$ cat config.mk
export PLATFORM = sky130hd
export DESIGN_NAME = bit_window_aligner
export DESIGN_NICKNAME = d
export VERILOG_FILES = /design/src/rtl/bit_window_aligner.sv
export SDC_FILE = /design/constraint.sdc
export NUM_CORES = 1
export LEC_CHECK = 0
export BUFFER_PORTS_ARGS = -buffer_cell sky130_fd_sc_hd__buf_2
export CAP_MARGIN = 20
export CORE_MARGIN = 3
export CORE_UTILIZATION = 40
export DETAILED_ROUTE_END_ITERATION = 10
export GPL_TIMING_DRIVEN = 0
export PLACE_DENSITY = 0.66
export SLEW_MARGIN = 20
export SYNTH_ARGS = -nofsm -noshare
export SYNTH_HDL_FRONTEND = slang
export SYNTH_SLANG_ARGS = --single-unit
$ cat constraint.sdc
create_clock -name clk -period 4.4 [get_ports clk]
set_input_delay 0.66 -clock clk [delete_from_list [all_inputs] [get_ports clk]]
set_output_delay 0.66 -clock clk [all_outputs]
set_load 0.02 [all_outputs]
$ cat src/rtl/bit_window_aligner.sv
module bit_window_aligner #(
  parameter int W     = 64,
  parameter int WIN   = 28,
  parameter int LW    = 5,
  parameter int ALIGN = 8
) (
  input  logic           clk,
  input  logic           rst_n,
  input  logic           flush,
  input  logic           in_valid,
  input  logic [W-1:0]   in_data,
  output logic           in_ready,
  output logic           win_valid,
  output logic [WIN-1:0] win,
  output logic [WIN-1:0] fld_data,
  input  logic           mode,
  input  logic           take,
  input  logic           align,
  input  logic [LW-1:0]  vlc_len,
  input  logic [LW-1:0]  fld_len
);
  localparam int PW = $clog2(W);
  localparam int SW = PW + 1;
  localparam int AB = $clog2(ALIGN);

  logic [W-1:0]   upper_q, lower_q;
  logic           up_v, lo_v;
  logic [PW-1:0]  ptr_q;

  logic [2*W-1:0] shifted;
  logic [WIN-1:0] rev;
  logic [LW-1:0]  vl_c, fl_c, take_len;
  logic [AB-1:0]  pad;
  logic [SW-1:0]  adv_len, sum;
  logic           adv, carry, accept;

  assign shifted = {upper_q, lower_q} << ptr_q;

  for (genvar i = 0; i < WIN; i++) begin : g_win
    assign win[i] = shifted[2*W-1-i];
  end

  assign rev  = shifted[2*W-1 -: WIN];
  assign vl_c = (vlc_len > LW'(WIN)) ? LW'(WIN) : vlc_len;
  assign fl_c = (fld_len > LW'(WIN)) ? LW'(WIN) : fld_len;
  assign fld_data = rev >> ((LW+1)'(WIN) - {1'b0, fl_c});

  assign take_len  = mode ? fl_c : vl_c;
  assign pad       = -ptr_q[AB-1:0];
  assign adv_len   = align ? SW'(pad) : SW'(take_len);
  assign win_valid = up_v && lo_v;
  assign adv       = win_valid && (align || take) && !flush;
  assign sum       = {1'b0, ptr_q} + adv_len;
  assign carry     = adv && sum[PW];
  assign in_ready  = !flush && (!up_v || !lo_v || carry);
  assign accept    = in_valid && in_ready;

  always_ff @(posedge clk) begin
    if (!rst_n || flush) begin
      upper_q <= '0;
      lower_q <= '0;
      up_v    <= 1'b0;
      lo_v    <= 1'b0;
      ptr_q   <= '0;
    end else begin
      if (adv) ptr_q <= sum[PW-1:0];
      if (carry) begin
        upper_q <= lower_q;
        lo_v    <= accept;
        if (accept) lower_q <= in_data;
      end else if (accept) begin
        if (!up_v) begin
          upper_q <= in_data;
          up_v    <= 1'b1;
        end else begin
          lower_q <= in_data;
          lo_v    <= 1'b1;
        end
      end
    end
  end

  AST_HOLD_WINDOW: assert property (@(posedge clk) disable iff (!rst_n)
    win_valid && !take && !align && !flush |=> win_valid && $stable(win));
  AST_IDLE_PTR: assert property (@(posedge clk) disable iff (!rst_n)
    !win_valid && !flush |=> $stable(ptr_q));
  AST_TAKE_SHIFT: assert property (@(posedge clk) disable iff (!rst_n)
    win_valid && take && !align && !flush |=>
    ((win ^ ($past(win) >> $past(take_len))) & ({WIN{1'b1}} >> $past(take_len))) == '0);
  AST_FLD_UPPER_ZERO: assert property (@(posedge clk) disable iff (!rst_n)
    (fld_data >> fl_c) == '0);
  AST_ALIGN_BOUNDARY: assert property (@(posedge clk) disable iff (!rst_n)
    win_valid && align && !flush |=> ptr_q[AB-1:0] == '0);
  AST_FLUSH_EMPTY: assert property (@(posedge clk) disable iff (!rst_n)
    flush |=> !win_valid);
  AST_FULL_REFUSE: assert property (@(posedge clk) disable iff (!rst_n)
    win_valid && !take && !align |-> !in_ready);
endmodule

After elaboration in Yosys (flattened, before gate mapping)

Cells that the tools add are included.
Widths: inputs -> output; s select.

Reductions and logical operators: 20
Bitwise gates (word level): 1
Mux-type cells: 14
Shift-type cells: 2
Eq/ne operators: 1
Magnitude comparators: 2
Add/subtract/negate cells: 3

Operator list:

| operator            | count |
|---|---|
| $mux 64             | 7 |
| $shl 128x6->128     | 1 |
| $shr 28x6->28       | 1 |
| $mux 5              | 4 |
| $gt 5x5->1 const B  | 2 |
| $reduce_and 2->1    | 4 |
| $add 6x5->7         | 1 |
| $logic_and 1x1->1   | 6 |
| $sub 5x5->6 const A | 1 |
| $logic_not 1->1     | 4 |
| $logic_or 1x1->1    | 4 |
| $reduce_bool 2->1   | 2 |
| $mux 1              | 3 |
| $neg 3->3           | 1 |
| $ne 2x1->1 const B  | 1 |
| $not 1->1           | 1 |

Word-level logic and storage cells: 48
Register bits after elaboration: 136
Output and inout bits: 58

Longest topological paths before layout

Depth in word-level cells: 11
Gate-level depth with buffers: 22

Worst setup path before layout

No wires, ideal clock.

Path type: input to output
Start point: input fld_len[2]
End point: output fld_data[0]
Arrival: 4.722 ns
Data required time: 3.740 ns
Path slack: -0.982 ns
Cell stages on the path: 14
Cell sequence: clkbuf_1 nand3_1 and2_1 clkbuf_1 clkinv_1 clkbuf_1 clkbuf_1 ha_1 xor2_1 clkbuf_1 clkbuf_1 nor2_1 o21ba_2 a2111oi_0

Cells in the longest elaborated chain, start to end: 4

Ends and longest elaborated chain:

| what              | RTL line | RTL |
|---|---|---|
| from (decl)       | 20       | `input logic [LW-1:0] fld_len` |
| $gt 5x5->1        | 45       | `assign fl_c = (fld_len > LW'(WIN)) ? LW'(WIN) : fld_len;` |
| $mux 5 (*)        | 45       |  |
| $sub 5x5->6 (*)   | 46       | `assign fld_data = rev >> ((LW+1)'(WIN) - {1'b0, fl_c});` |
| $shr 28x6->28 (*) | 46       |  |
| to (decl)         | 15       | `output logic [WIN-1:0] fld_data,` |

Mark *: on every way between the ends. The rest lies on a longest branch, timed or not.

Final worst setup path

Start point: register ptr_q[1]
End point: output fld_data[4]

Cells in the longest elaborated chain, start to end: 2

Ends and longest elaborated chain:

| what                   | RTL line | RTL |
|---|---|---|
| from (decl)            | 28       | `logic [PW-1:0] ptr_q;` |
| from (signal assigned) | 66       | `if (adv) ptr_q <= sum[PW-1:0];` |
| $shl 128x6->128        | 37       | `assign shifted = {upper_q, lower_q} << ptr_q;` |
| $shr 28x6->28          | 46       |  |

Every way passes these cells.

==> flow_summary.json <==
{
  "status": "finished, violations left",
  "violations": "setup timing",
  "crit_buf_inv": 4,
  "cts_buffer_depth": 2,
  "fillers": 3173,
  "cp-end-kind": "output port",
  "drtIter0Drc": 1667,
  "tritoncts": "yes",
  "syn_nets": 1679,
  "clock_latency_ns": 0.45,
  "report.final.slew_viol_count": 0,
  "async_reset_ff_share_pct": 0,
  "final_common_cell": "nand2_1",
  "critPathTopFamily": "multiplexers",
  "dpl.hpwl_microns": 60360,
  "vias_per_cell": 6.869,
  "synth_area_sq_um": 14150,
  "period_needed_ns": 4.903,
  "grt_overflow_total": 0,
  "rsz0062_at_grt": "true",
  "ys_seq_area_share_pct": 19.24,
  "max_stage_delay_ns": 0.59,
  "cp-start-kind": "flop",
  "cp_data_arrival_time_ns": 4.24,
  "ys_ff_latch": 136,
  "max-cap-violations": 0,
  "grt_max_degree": 17,
  "crit_path_max_fanout": 6,
  "rr_worst_depth": 22,
  "p_sw_share_pct": 34.03,
  "worst_path_max_delay_cell": "mux4_2",
  "die_w_microns": 194.1,
  "period_share_pct": 111.4,
  "drc_errors": 0,
  "drive_above_1_share_pct": 42.05,
  "path_class": "reg2out",
  "ir_drop_uv": 280.4,
  "fin_ws_ns": -0.5034,
  "die_h_microns": 194.1,
  "path_common_cell": "buf_12",
  "ys.flop_type": "dfxtp_1",
  "grt_pass1_vias": 15360,
  "antenna_left": 0,
  "root_buffer": "clkbuf_16",
  "area_growth_pct": 33.60,
  "stdcell_area_sq_um": 18910,
  "dr.pass1.iters": 6,
  "core_area_sq_um": 34710,
  "seqCellArea_sq_um": 2725,
  "cts_made_buffers": 17,
  "track_usage_pct": 38.95,
  "insertedDiodeCount": 0,
  "setup_viol": 26,
  "p_sw_mw": 1.270,
  "max-slew-margin-rel_pct": 31.69,
  "critPathRequiredTime_ns": 3.74,
  "cts.htree.levels": 4,
  "start_util_pct": 40.77,
  "leakage_nw": 7.192,
  "hold_depth": 2,
  "p_per_area_nw_per_um2": 197.4,
  "ys_types": 74,
  "hold_path.class": "reg2reg",
  "crit_cells": 13,
  "worstMarginPinSlew_ns": 1.025,
  "p_seq_share_pct": 35.0,
  "yosysTopAreaCellShare_pct": 23.23,
  "yosys.area.top_type": "mux4_2",
  "synth_edf_count": 0,
  "finClkSkew_ns": 0.008812,
  "layout_common_cells": "nand2_1 (214), mux4_2 (146), nor2_1 (144)",
  "antenna_found_initial": 3,
  "power_mw": 3.733,
  "globalplace.congestion": 1.062,
  "drt-wirelength-per-cell_microns": 33.27,
  "synth.avg_cell_area_sq_um": 8.902,
  "clk_pin_slew_ns": 0.07,
  "grt_pass1_wl_microns": 108200,
  "layout.nets": 1926,
  "synth_area_leaders": "mux4_2 (23%), dfxtp_1 (19%), mux2i_1 (12%)",
  "dpl-instance-area_sq_um": 15470,
  "hold_violations": 0,
  "clockPowerShare_pct": 38.3,
  "row_count": 68,
  "portBuffers": 135,
  "clock-sinks": 136,
  "ys_warn_count": 0,
  "multi_input_comb_area_sq_um": 11960,
  "drt-total-wl_microns": 76690,
  "num_io_pins": 139,
  "die_area_sq_um": 37680,
  "p_int_mw": 2.462,
  "power_frac_comb_pct": 26.7,
  "synthCells": 1590,
  "post-place-ws_ns": -1.901,
  "fmax_mhz": 203.9,
  "path_cells": "buf_12 > buf_12 > buf_12 > mux4_2 > a32oi_2 > o32ai_4 > a221o_1 > mux2_4 > mux2_4 > mux4_2 > nand2b_4 > a22o_1 > buf_6",
  "num_vias": 15830
}
## repair_timing
item                       in CTS  in global routing
resized for setup             364                165
setup endpoints to repair     189                161
cloned                          2                  3
pin swaps                      34                 25
hold buffers                    0                  0
setup buffers                  44                 46
## cells in the mapped netlist (4+ instances only)
master,count
nand4_1,5
nand3_1,23
a221o_1,4
a22oi_1,11
o221ai_1,12
nor2_1,157
and2_1,11
o21ai_1,9
a22o_1,10
a221oi_1,12
xnor2_1,7
clkbuf_1,97
a222oi_1,4
o22ai_1,23
mux2_1,9
buf_6,12
o21ai_0,31
buf_1,20
buf_4,7
nor4_1,4
mux2_2,50
and3_1,5
nor3_1,27
inv_1,12
o211ai_1,14
o32ai_1,4
nor2b_1,14
a211oi_1,88
mux4_2,146
mux2i_1,168
ha_1,7
a32oi_1,11
nand2_1,219
buf_2,28
dfxtp_1,136
o211a_1,4
a21oi_1,105
a31oi_1,7
nand2b_1,11
## cells by family (layout without fill, tap and decap cells)
logic type | Yosys count | count (layout) | share of synthesized area (%)
buffers and inverters | 181 | 441 | 5.870
adder cells (fa/ha/maj) | 8 | 8 | 0.7602
AND/OR/NAND/NOR | 491 | 491 | 14.70
multiplexers | 374 | 374 | 39.91
AO/OA/AOI/OAI | 390 | 390 | 18.90
flip-flops | 136 | 136 | 19.24
XOR/XNOR | 10 | 10 | 0.6189
## path summary, 6_finish.rpt
| path | start | to | slack, ns |
|---|---|---|---|
| setup / recovery | ptr_q[1] | fld_data[4] | -0.50 |
| hold / removal | lower_q[16] | lower_q[16] | 0.45 |
| setup reg to reg | ptr_q[1] | upper_q[43] | 0.23 |
| hold reg to reg | lower_q[16] | lower_q[16] | 0.45 |
## sequential cells by signal, indices dropped and copies added (netlist names)
register / cells
lo_v: 1
up_v: 1
lower_q: 64
ptr_q: 6
upper_q: 64
## power by group through the flow
stage / Sequential, mW / Clock (mW) / Combinational (mW)
after global routing: 1.31 / 1.49 / 1.05
after detailed placement: 1.33 / 0 / 0.797
after CTS: 1.30 / 1.45 / 0.901
after global placement: 1.33 / 0 / 0.797
final: 1.31 / 1.43 / 0.996
after floorplan: 1.30 / 0 / 0.509
## through the flow
| step | hold WS [ns] | util [%] | setup TNS [ns] | instances |
|---|---|---|---|---|
| final | 0.4528 | 54.47 | -7.842 | 2305 |
| after global routing | 0.4610 | 54.47 | -9.721 | 2305 |
| after CTS | 0.4403 | 51.79 | -7.581 | 2256 |
| after detailed placement | 0.4458 | 44.56 | -256.27 | 2180 |
| after global placement | 0.4407 | 44.56 | -258.85 | 2180 |
| after floorplan | 0.4317 | - | 0 | 1590 |
## cell type report
| type | instances | share of cell area [%] |
|---|---|---|
| multi-input combinational | 1273 | 63.26 |
| clock inverter | 15 | 0.8536 |
| clock buffer | 17 | 2.250 |
| buffer | 162 | 7.285 |
| sequential | 136 | 14.41 |
| timing repair buffer | 230 | 8.483 |
| inverter | 17 | 0.4433 |
| tap | 455 | 3.011 |
## layer usage
metal | up-vias | wire length, microns | track usage (%)
met4 | 4 | 7529 | 29.52
li1 | 6631 | - | -
met2 | 1179 | 34200 | 61.58
met3 | 381 | 7914 | 10.86
met1 | 7638 | 27030 | 44.88
met5 | - | 26 | 0
## worst register-to-register path: stages (launching register included)
cell and delay [ns]:
dfxtp_2 0.36, buf_12 0.15, buf_12 0.18, buf_12 0.15, buf_12 0.17, buf_12 0.18, clkinvlp_4 0.18, ha_1 0.32
nand2_1 0.05, o21ai_1 0.12, inv_1 0.09, fa_2 0.38, nor2b_1 0.11, o21ai_0 0.09, nand2b_1 0.12, a21o_1 0.18
nand3_4 0.15, buf_4 0.23, nand2_1 0.10, clkbuf_4 0.23, buf_4 0.21, nor2_1 0.06, a211oi_1 0.26
No activity file was read; power rests on OpenSTA's default activity.
